**config.mk**
```make
export PLATFORM = sky130hd
export DESIGN_NAME = irq_msg_dispatch
export DESIGN_NICKNAME = d
export VERILOG_FILES = /design/src/rtl/irq_msg_pkg.sv /design/src/rtl/irq_redir_table.sv /design/src/rtl/irq_lowbit_pick.sv /design/src/rtl/irq_msg_build.sv /design/src/rtl/irq_msg_dispatch.sv
export SDC_FILE = /design/constraint.sdc
export NUM_CORES = 1
export LEC_CHECK = 0
export BUFFER_PORTS_ARGS = -buffer_cell sky130_fd_sc_hd__buf_2
export CORE_MARGIN = 4
export CORE_UTILIZATION = 50
export CTS_CLUSTER_SIZE = 14
export DETAILED_ROUTE_END_ITERATION = 6
export HOLD_SLACK_MARGIN = 0.02
export PLACE_DENSITY = 0.79
export SETUP_SLACK_MARGIN = 0.02
export SLEW_MARGIN = 25
export SYNTH_ARGS = -nofsm -noshare
export SYNTH_HDL_FRONTEND = slang
export SYNTH_HIERARCHICAL = 1
export SYNTH_SLANG_ARGS = --single-unit
```
**constraint.sdc**
```tcl
create_clock -name clk -period 3.58 [get_ports clk]
set_clock_uncertainty 0.05 [all_clocks]
set_input_delay 0.716 -clock clk [delete_from_list [all_inputs] [get_ports clk]]
set_output_delay 0.716 -clock clk [all_outputs]
set_load 0.05 [all_outputs]
```
**src/rtl/irq_msg_pkg.sv**
```systemverilog
package irq_msg_pkg;

    localparam int TGT_W   = 8;
    localparam int SEL_W   = $clog2(TGT_W);
    localparam int ADDR_W  = 64;
    localparam int DATA_W  = 32;
    localparam int WIN_BITS = 12;
    localparam logic [ADDR_W-1:0] MSG_PREFIX = 64'h2000_0000_0000_0000;
    localparam logic [WIN_BITS-1:0] TRIG_OFFSET = '0;

    // bit 20 mask, 19 destination mode, 18:16 delivery, 15:8 vector, 7:0 destination
    typedef struct packed {
        logic             mask;
        logic             dmode;
        logic [2:0]       dlv;
        logic [7:0]       vec;
        logic [TGT_W-1:0] dest;
    } redir_ent_t;

    localparam int ENT_W = $bits(redir_ent_t);

    function automatic logic dlv_reserved(input logic [2:0] mode);
        return (mode == 3'd3) || (mode == 3'd6);
    endfunction

endpackage

```
**src/rtl/irq_redir_table.sv**
```systemverilog
module irq_redir_table
    import irq_msg_pkg::*;
#(
    parameter int NUM_LINES = 24,
    parameter int IDX_W     = 5
) (
    input  logic             clk,
    input  logic             rst_n,
    input  logic             wr_en,
    input  logic [IDX_W-1:0] wr_idx,
    input  redir_ent_t       wr_ent,
    input  logic [IDX_W-1:0] rd_idx,
    output redir_ent_t       rd_ent,
    output logic             rd_hit
);

    redir_ent_t ent_q [NUM_LINES];

    for (genvar g = 0; g < NUM_LINES; g++) begin : g_ent
        redir_ent_t ent_d;
        always_comb begin
            ent_d = ent_q[g];
            if (wr_en && (wr_idx == IDX_W'(g))) begin
                ent_d = wr_ent;
            end
        end
        always_ff @(posedge clk or negedge rst_n) begin
            if (!rst_n) begin
                ent_q[g] <= '{mask: 1'b1, default: '0};
            end else begin
                ent_q[g] <= ent_d;
            end
        end
    end

    always_comb begin
        rd_ent = '0;
        rd_hit = 1'b0;
        for (int i = 0; i < NUM_LINES; i++) begin
            if (rd_idx == IDX_W'(i)) begin
                rd_ent = ent_q[i];
                rd_hit = 1'b1;
            end
        end
    end

endmodule

```
**src/rtl/irq_lowbit_pick.sv**
```systemverilog
module irq_lowbit_pick #(
    parameter int W     = 8,
    parameter int SEL_W = $clog2(W)
) (
    input  logic [W-1:0]     bits_in,
    output logic [SEL_W-1:0] sel,
    output logic             any
);

    always_comb begin
        sel = '0;
        any = |bits_in;
        for (int i = W - 1; i >= 0; i--) begin
            if (bits_in[i]) begin
                sel = SEL_W'(i);
            end
        end
    end

endmodule

```
**src/rtl/irq_msg_build.sv**
```systemverilog
module irq_msg_build
    import irq_msg_pkg::*;
(
    input  redir_ent_t         ent,
    input  logic [TGT_W-1:0]   target,
    output logic [ADDR_W-1:0]  addr,
    output logic [DATA_W-1:0]  data
);

    localparam int PAD_W = DATA_W - 20;

    always_comb begin
        addr = MSG_PREFIX
             | (ADDR_W'(target) << WIN_BITS)
             | ADDR_W'(TRIG_OFFSET);
        data = {{PAD_W{1'b0}}, ent.dmode, ent.dlv, ent.vec, ent.dest};
    end

endmodule

```
**src/rtl/irq_msg_dispatch.sv**
```systemverilog
module irq_msg_dispatch
    import irq_msg_pkg::*;
#(
    parameter int NUM_LINES = 24,
    parameter int IDX_W     = (NUM_LINES > 1) ? $clog2(NUM_LINES) : 1
) (
    input  logic              clk,
    input  logic              rst_n,
    input  logic              cfg_we,
    input  logic [IDX_W-1:0]  cfg_idx,
    input  logic [20:0]       cfg_wdata,
    input  logic              req_valid,
    input  logic [IDX_W-1:0]  req_line,
    output logic              req_ready,
    output logic              msg_valid,
    input  logic              msg_ready,
    output logic [63:0]       msg_addr,
    output logic [31:0]       msg_data,
    output logic              busy,
    output logic              rsv_err
);

    typedef struct packed {
        logic             active;
        logic             phys;
        redir_ent_t       ent;
        logic [TGT_W-1:0] todo;
        logic             err;
    } disp_st_t;

    disp_st_t   st_q, st_d;
    redir_ent_t rd_ent;
    logic       rd_hit;
    logic [SEL_W-1:0] pick_sel;
    logic       pick_any;
    logic [TGT_W-1:0] target;

    irq_redir_table #(
        .NUM_LINES (NUM_LINES),
        .IDX_W     (IDX_W)
    ) u_table (
        .clk    (clk),
        .rst_n  (rst_n),
        .wr_en  (cfg_we),
        .wr_idx (cfg_idx),
        .wr_ent (redir_ent_t'(cfg_wdata)),
        .rd_idx (req_line),
        .rd_ent (rd_ent),
        .rd_hit (rd_hit)
    );

    irq_lowbit_pick #(
        .W     (TGT_W),
        .SEL_W (SEL_W)
    ) u_pick (
        .bits_in (st_q.todo),
        .sel     (pick_sel),
        .any     (pick_any)
    );

    assign target = st_q.phys ? st_q.ent.dest : TGT_W'(pick_sel);

    irq_msg_build u_build (
        .ent    (st_q.ent),
        .target (target),
        .addr   (msg_addr),
        .data   (msg_data)
    );

    always_comb begin
        st_d     = st_q;
        st_d.err = 1'b0;
        if (st_q.active) begin
            if (msg_ready) begin
                if (st_q.phys || !pick_any) begin
                    st_d.active = 1'b0;
                    st_d.todo   = '0;
                end else begin
                    st_d.todo   = st_q.todo & (st_q.todo - TGT_W'(1));
                    st_d.active = |st_d.todo;
                end
            end
        end else if (req_valid && rd_hit && !rd_ent.mask) begin
            if (dlv_reserved(rd_ent.dlv)) begin
                st_d.err = 1'b1;
            end else begin
                st_d.ent    = rd_ent;
                st_d.phys   = !rd_ent.dmode;
                st_d.todo   = rd_ent.dmode ? rd_ent.dest : '0;
                st_d.active = !rd_ent.dmode || (|rd_ent.dest);
            end
        end
    end

    always_ff @(posedge clk or negedge rst_n) begin
        if (!rst_n) begin
            st_q <= '0;
        end else begin
            st_q <= st_d;
        end
    end

    assign req_ready = !st_q.active;
    assign msg_valid = st_q.active;
    assign busy      = st_q.active;
    assign rsv_err   = st_q.err;

endmodule

```
==> run_results.csv, run 1 <==
group,metric,value,unit
status,status,"finished with violations",
status,violations,"design-rule violations",
route,drt-initial-drc-count,2240,
clocking,cts_setup_buffers,0,
placed_design,dp_slack,-0.2852,ns
cells_and_area,n_fill_cell,4221,
grt,antenna_found_initial,0,
cells_and_area,antenna_cells,0,
timing,setup_viol,0,
logic_synthesis,avgSynthCellArea,11.99,µm²
grt,grt_pass1_vias,20000,
grt,grt_pass1_wl,119900,µm
route,drtPass1Iterations,7,
route,avgRoutedWirePerCell,25.57,µm
floorplanning,die_w,239.7,µm
timing,slew_viol_final,0,
placed_design,port_buffers,67,
grt,track_usage,27.14,%
clocking,clock_path_buffers,3,
route,drc,1,
route,dr_total_vias,19510,
timing,tightest_slew,0.7731,ns
clocking,insertion_delay,0.62,ns
placed_design,hpwl,52700,µm
clocking,ctsResizeCount,0,
route,ant_nets,0,
timing,hold_slack,0.02949,ns
run,maxCapViolations,0,
clocking,hold_buffers,0,
logic_synthesis,syn-cell-area,26840,µm²
clocking,cts_tree,"done",
setup_path,critPathLaunch,"req_line[1]",
clocking,cts_sinks,535,
timing,hold_viol,0,
setup_path,critPathArrivalTime,3.73,ns
clocking,clk_pin_slew,0.06,ns
cells_and_area,areaGrowthSynthToFinish,12.97,%
floorplanning,core,52870,µm²
timing,fin_ws,0.2810,ns
min_path,hold_path.class,"in -> async",
setup_path,ff2ff_setup_slack,0.44,ns
grt,grt_max_degree,94,
route,viasPerCell,6.335,
setup_path,r2r_cells,9,
cells_and_area,drive_gt1_share,41.22,%
floorplanning,rows,84,
placed_design,gp_congestion,0.9715,
floorplanning,start_util,50.78,%
timing,period_share,92.15,%
clocking,cts_buffers,56,
cells_and_area,final_core_util,57.37,%
setup_path,required,4.01,ns
power,p_leak,13.86,nW
timing,maxSlewHeadroom,47.64,%
floorplanning,io-pin-count,136,
cells_and_area,nNetsFinal,2381,
setup_path,crit_path_end_kind,"flop",
timing,period_minus_slack,3.299,ns
power,p_total,17.81,mW
logic_synthesis,syn_inst,2239,
setup_path,reg2reg_from,"u_table/ent_q[437]",
setup_path,path_class,"in -> reg",
clocking,root_buffer,"clkbuf_16",
floorplanning,dieArea,57460,µm²
power,irDropWorstVdd,0.4868,mV
floorplanning,die_h,239.7,µm
clocking,htreeDepth,2,
logic_synthesis,yosys_warnings,6,
setup_path,cp-start-kind,"input pin",
timing,timing.fmax,303.1,MHz
timing,grt_setup_unrepaired,"no",
grt,globalRouteOverflowTotal,0,
power,p_per_area,587.3,nW/µm²
route,wl,78760,µm
setup_path,crit_fanout,18,
state kept, by name, indices dropped and copies added, names as in the netlist:
register / flops
st_q: 29
u_table/ent_q: 504
rsv_err: 1
busy: 1
layout make-up:
cell class                 count  area (µm²)  area share, %
clock buffer                  82        1650          5.442
sequential                   535       13420          44.24
inverter                      12       46.29         0.1527
clock inverter                23       355.3          1.172
tap                          688       860.8          2.839
multi-input combinational   1470       11960          39.45
timing repair buffer         270        2032          6.700
critical path, cell delays in order:
cell	delay, ns
buf_4	0.25
clkinv_1	0.22
buf_4	0.22
buf_4	0.20
a21oi_1	0.13
nor3_1	0.06
a2111oi_0	0.63
o221a_1	0.39
o41ai_1	0.15
nor4_1	0.39
nand4_1	0.14
nand2_1	0.11
o2111ai_1	0.09
metrics by stage:
step	area (µm²)	setup TNS (ns)	cells
final	30330	0	3080
after detailed placement	28320	-3.483	2975
after CTS	30330	0	3080
after global placement	28320	-2.867	2975
after global routing	30330	0	3080
after floorplan	27090	0	2305
path summary, 6_finish.rpt:
check | end
max in group asynchronous | u_table/ent_q[356]
hold reg to reg | u_table/ent_q[111]
min in group clk | busy
setup / recovery | busy
hold / removal | u_table/ent_q[73]
setup reg to reg | st_q[4]
placed cells by master (no fill, tap or decap), types with 57 or more instances in the layout:
| cell type | instances |
|---|---|
| mux2_2 | 546 |
| dfrtp_1 | 511 |
| buf_4 | 192 |
| nand2_1 | 107 |
| o21ai_0 | 104 |
| a21oi_1 | 101 |
| nor2_1 | 94 |
| conb_1 | 68 |
| mux2i_1 | 66 |
| buf_2 | 64 |
| clkbuf_16 | 57 |
layer usage:
metal	wire, µm	part of all wire [%]	GRT usage, %
met5	0	0	0
met3	6285	8.0	4.064
met1	31150	40	36.64
met2	37630	48	44.34
met4	3696	4.7	11.05
where the power goes:
part	switching (mW)	leakage, nW	internal [mW]
logic	1.96	6.09	1.58
clock network	2.44	0.982	3.84
registers	0.693	6.79	7.29
Power figures use the tool's default switching activity.
==> run 2, diff against run 1 <==
Settings changed: CORE_MARGIN 4 to 1.5.
==> run_results.csv, run 2 (synthesized netlist as in run 1, its figures left out) <==
group,metric,value,unit
setup_path,critPathArrivalTime,3.58,ns
power,p_total,17.39,mW
cells_and_area,drive_gt1_share,40.20,%
setup_path,cp-start-kind,"flop",
placed_design,gp_congestion,0.9765,
setup_path,path_class,"reg -> reg",
grt,grt_pass1_wl,117800,µm
route,drc,16,
clocking,clock_path_buffers,3,
grt,grt_max_degree,90,
timing,tightest_slew,0.8519,ns
timing,grt_setup_unrepaired,"no",
clocking,cts_setup_buffers,0,
timing,maxSlewHeadroom,43.00,%
route,viasPerCell,6.327,
setup_path,crit_family,"compound AO/OA/AOI/OAI gates",
cells_and_area,final_common_cell,"mux2_2",
timing,period_minus_slack,3.140,ns
cells_and_area,top_register,"u_table/ent_q",
setup_path,required,4.02,ns
clocking,clk_pin_slew,0.06,ns
floorplanning,core,52760,µm²
grt,grt_pass1_vias,19740,
setup_path,r2r_cells,10,
cells_and_area,nNetsFinal,2345,
setup_path,timing.rr.end,"st_q[2]",
power,p_leak,13.63,nW
floorplanning,io-pin-count,136,
setup_path,reg2reg_from,"u_table/ent_q[437]",
setup_path,max_stage_delay,0.51,ns
grt,globalRouteOverflowTotal,0,
cells_and_area,areaGrowthSynthToFinish,11.58,%
grt,track_usage,27.75,%
clocking,hold_buffers,0,
clocking,cts_tree,"done",
setup_path,path_cells,"mux4_2 -> a32o_1 -> a211oi_1 -> a211oi_1 -> buf_4 -> or3_1 -> a21oi_2 -> buf_12 -> nor2_1 -> a221o_1",
route,dr_total_vias,19250,
cells_and_area,largest_reg_flops,504,
setup_path,ff2ff_setup_slack,0.44,ns
power,p_per_area,580.5,nW/µm²
grt,antenna_found_initial,2,
cells_and_area,reg_top3,"u_table/ent_q x504, st_q x29",
floorplanning,die_w,234.7,µm
setup_path,cp_num_buf_inv,2,
timing,setup_viol,0,
route,drtPass1Iterations,7,
route,wl,77090,µm
min_path,hold_path.class,"in -> async",
floorplanning,dieArea,55090,µm²
floorplanning,start_util,50.88,%
cells_and_area,final_core_util,56.77,%
run,maxCapViolations,0,
timing,slew_viol_final,0,
power,irDropWorstVdd,0.5190,mV
clocking,cts_buffers,54,
timing,hold_viol,0,
placed_design,hpwl,51010,µm
timing,period_share,87.70,%
placed_design,postPlaceCellArea,28090,µm²
clocking,root_buffer,"clkbuf_16",
setup_path,crit_top_cell,"a211oi_1",
cells_and_area,finalInstanceArea,29950,µm²
route,drt-initial-drc-count,1940,
clocking,htreeDepth,2,
setup_path,crit_path_end_kind,"flop",
cells_and_area,mostFrequentLayoutCells,"mux2_2, dfrtp_1, buf_4",
clocking,ctsResizeCount,0,
clocking,cts_sinks,535,
route,ant_nets,0,
route,avgRoutedWirePerCell,25.33,µm
clocking,insertion_delay,0.62,ns
status,violations,"design-rule violations",
timing,finalSetupTns,0,ns
floorplanning,rows,84,
placed_design,port_buffers,67,
floorplanning,die_h,234.7,µm
setup_path,crit_fanout,28,
timing,timing.fmax,318.5,MHz
status,status,"finished with violations",
setup_path,slowest_stage,"mux4_2",
## run 2: power breakdown
part	leakage [nW]	internal, mW	switching [mW]
Combinational	5.93	1.56	1.96
Sequential	6.79	7.29	0.681
Clock	0.911	3.49	2.40
Total	13.6	12.3	5.05
## run 2: worst max path at each step
stage,startpoint,end,slack [ns],cells after the start
final,u_table/ent_q[437],st_q[2],0.44,10
after global routing,req_line[2],st_q[2],0.36,13
after CTS,u_table/ent_q[437],st_q[2],0.43,10
after floorplan,req_line[0],st_q[22],0.35,14
after global placement,req_line[2],busy,-0.09,13
after detailed placement,req_line[1],st_q[2],-0.12,13
## run 2: layout make-up
type / count / area (µm²)
Antenna cell: 2 / 5.005
Clock buffer: 80 / 1579
Clock inverter: 20 / 277.8
Fill cell: 4233 / 22810
Inverter: 12 / 46.29
Multi-Input combinational cell: 1470 / 11960
Sequential cell: 535 / 13420
Tap cell: 688 / 860.8
Timing Repair Buffer: 236 / 1802
## run 2: metrics by stage
step	worst slack [ns]	hold WS, ns	std cells
2_1_floorplan	0.3479	0.3704	2305
3_3_place_gp	-0.08951	0.4264	2941
3_5_place_dp	-0.1247	0.4299	2941
4_1_cts	0.4272	0.09645	3041
5_1_grt	0.3650	0.1436	3041
6_report	0.4404	0.1028	3043
## run 2: worst register-to-register path, stage by stage, from the launching register on
cell      delay, ns
dfrtp_1        0.38
mux4_2         0.51
a32o_1         0.22
a211oi_1       0.35
a211oi_1       0.08
buf_4          0.16
or3_1          0.41
a21oi_2        0.23
buf_12         0.23
nor2_1         0.11
a221o_1        0.30
## run 2: per-layer routing
metal / vias to the layer above / wire length, µm / GRT usage [%]
met2: 1048 / 35770 / 43.88
met1: 9804 / 30510 / 36.50
met4: 4 / 4084 / 14.84
li1: 8148 / - / -
met3: 250 / 6700 / 5.028
met5: - / 24 / 0
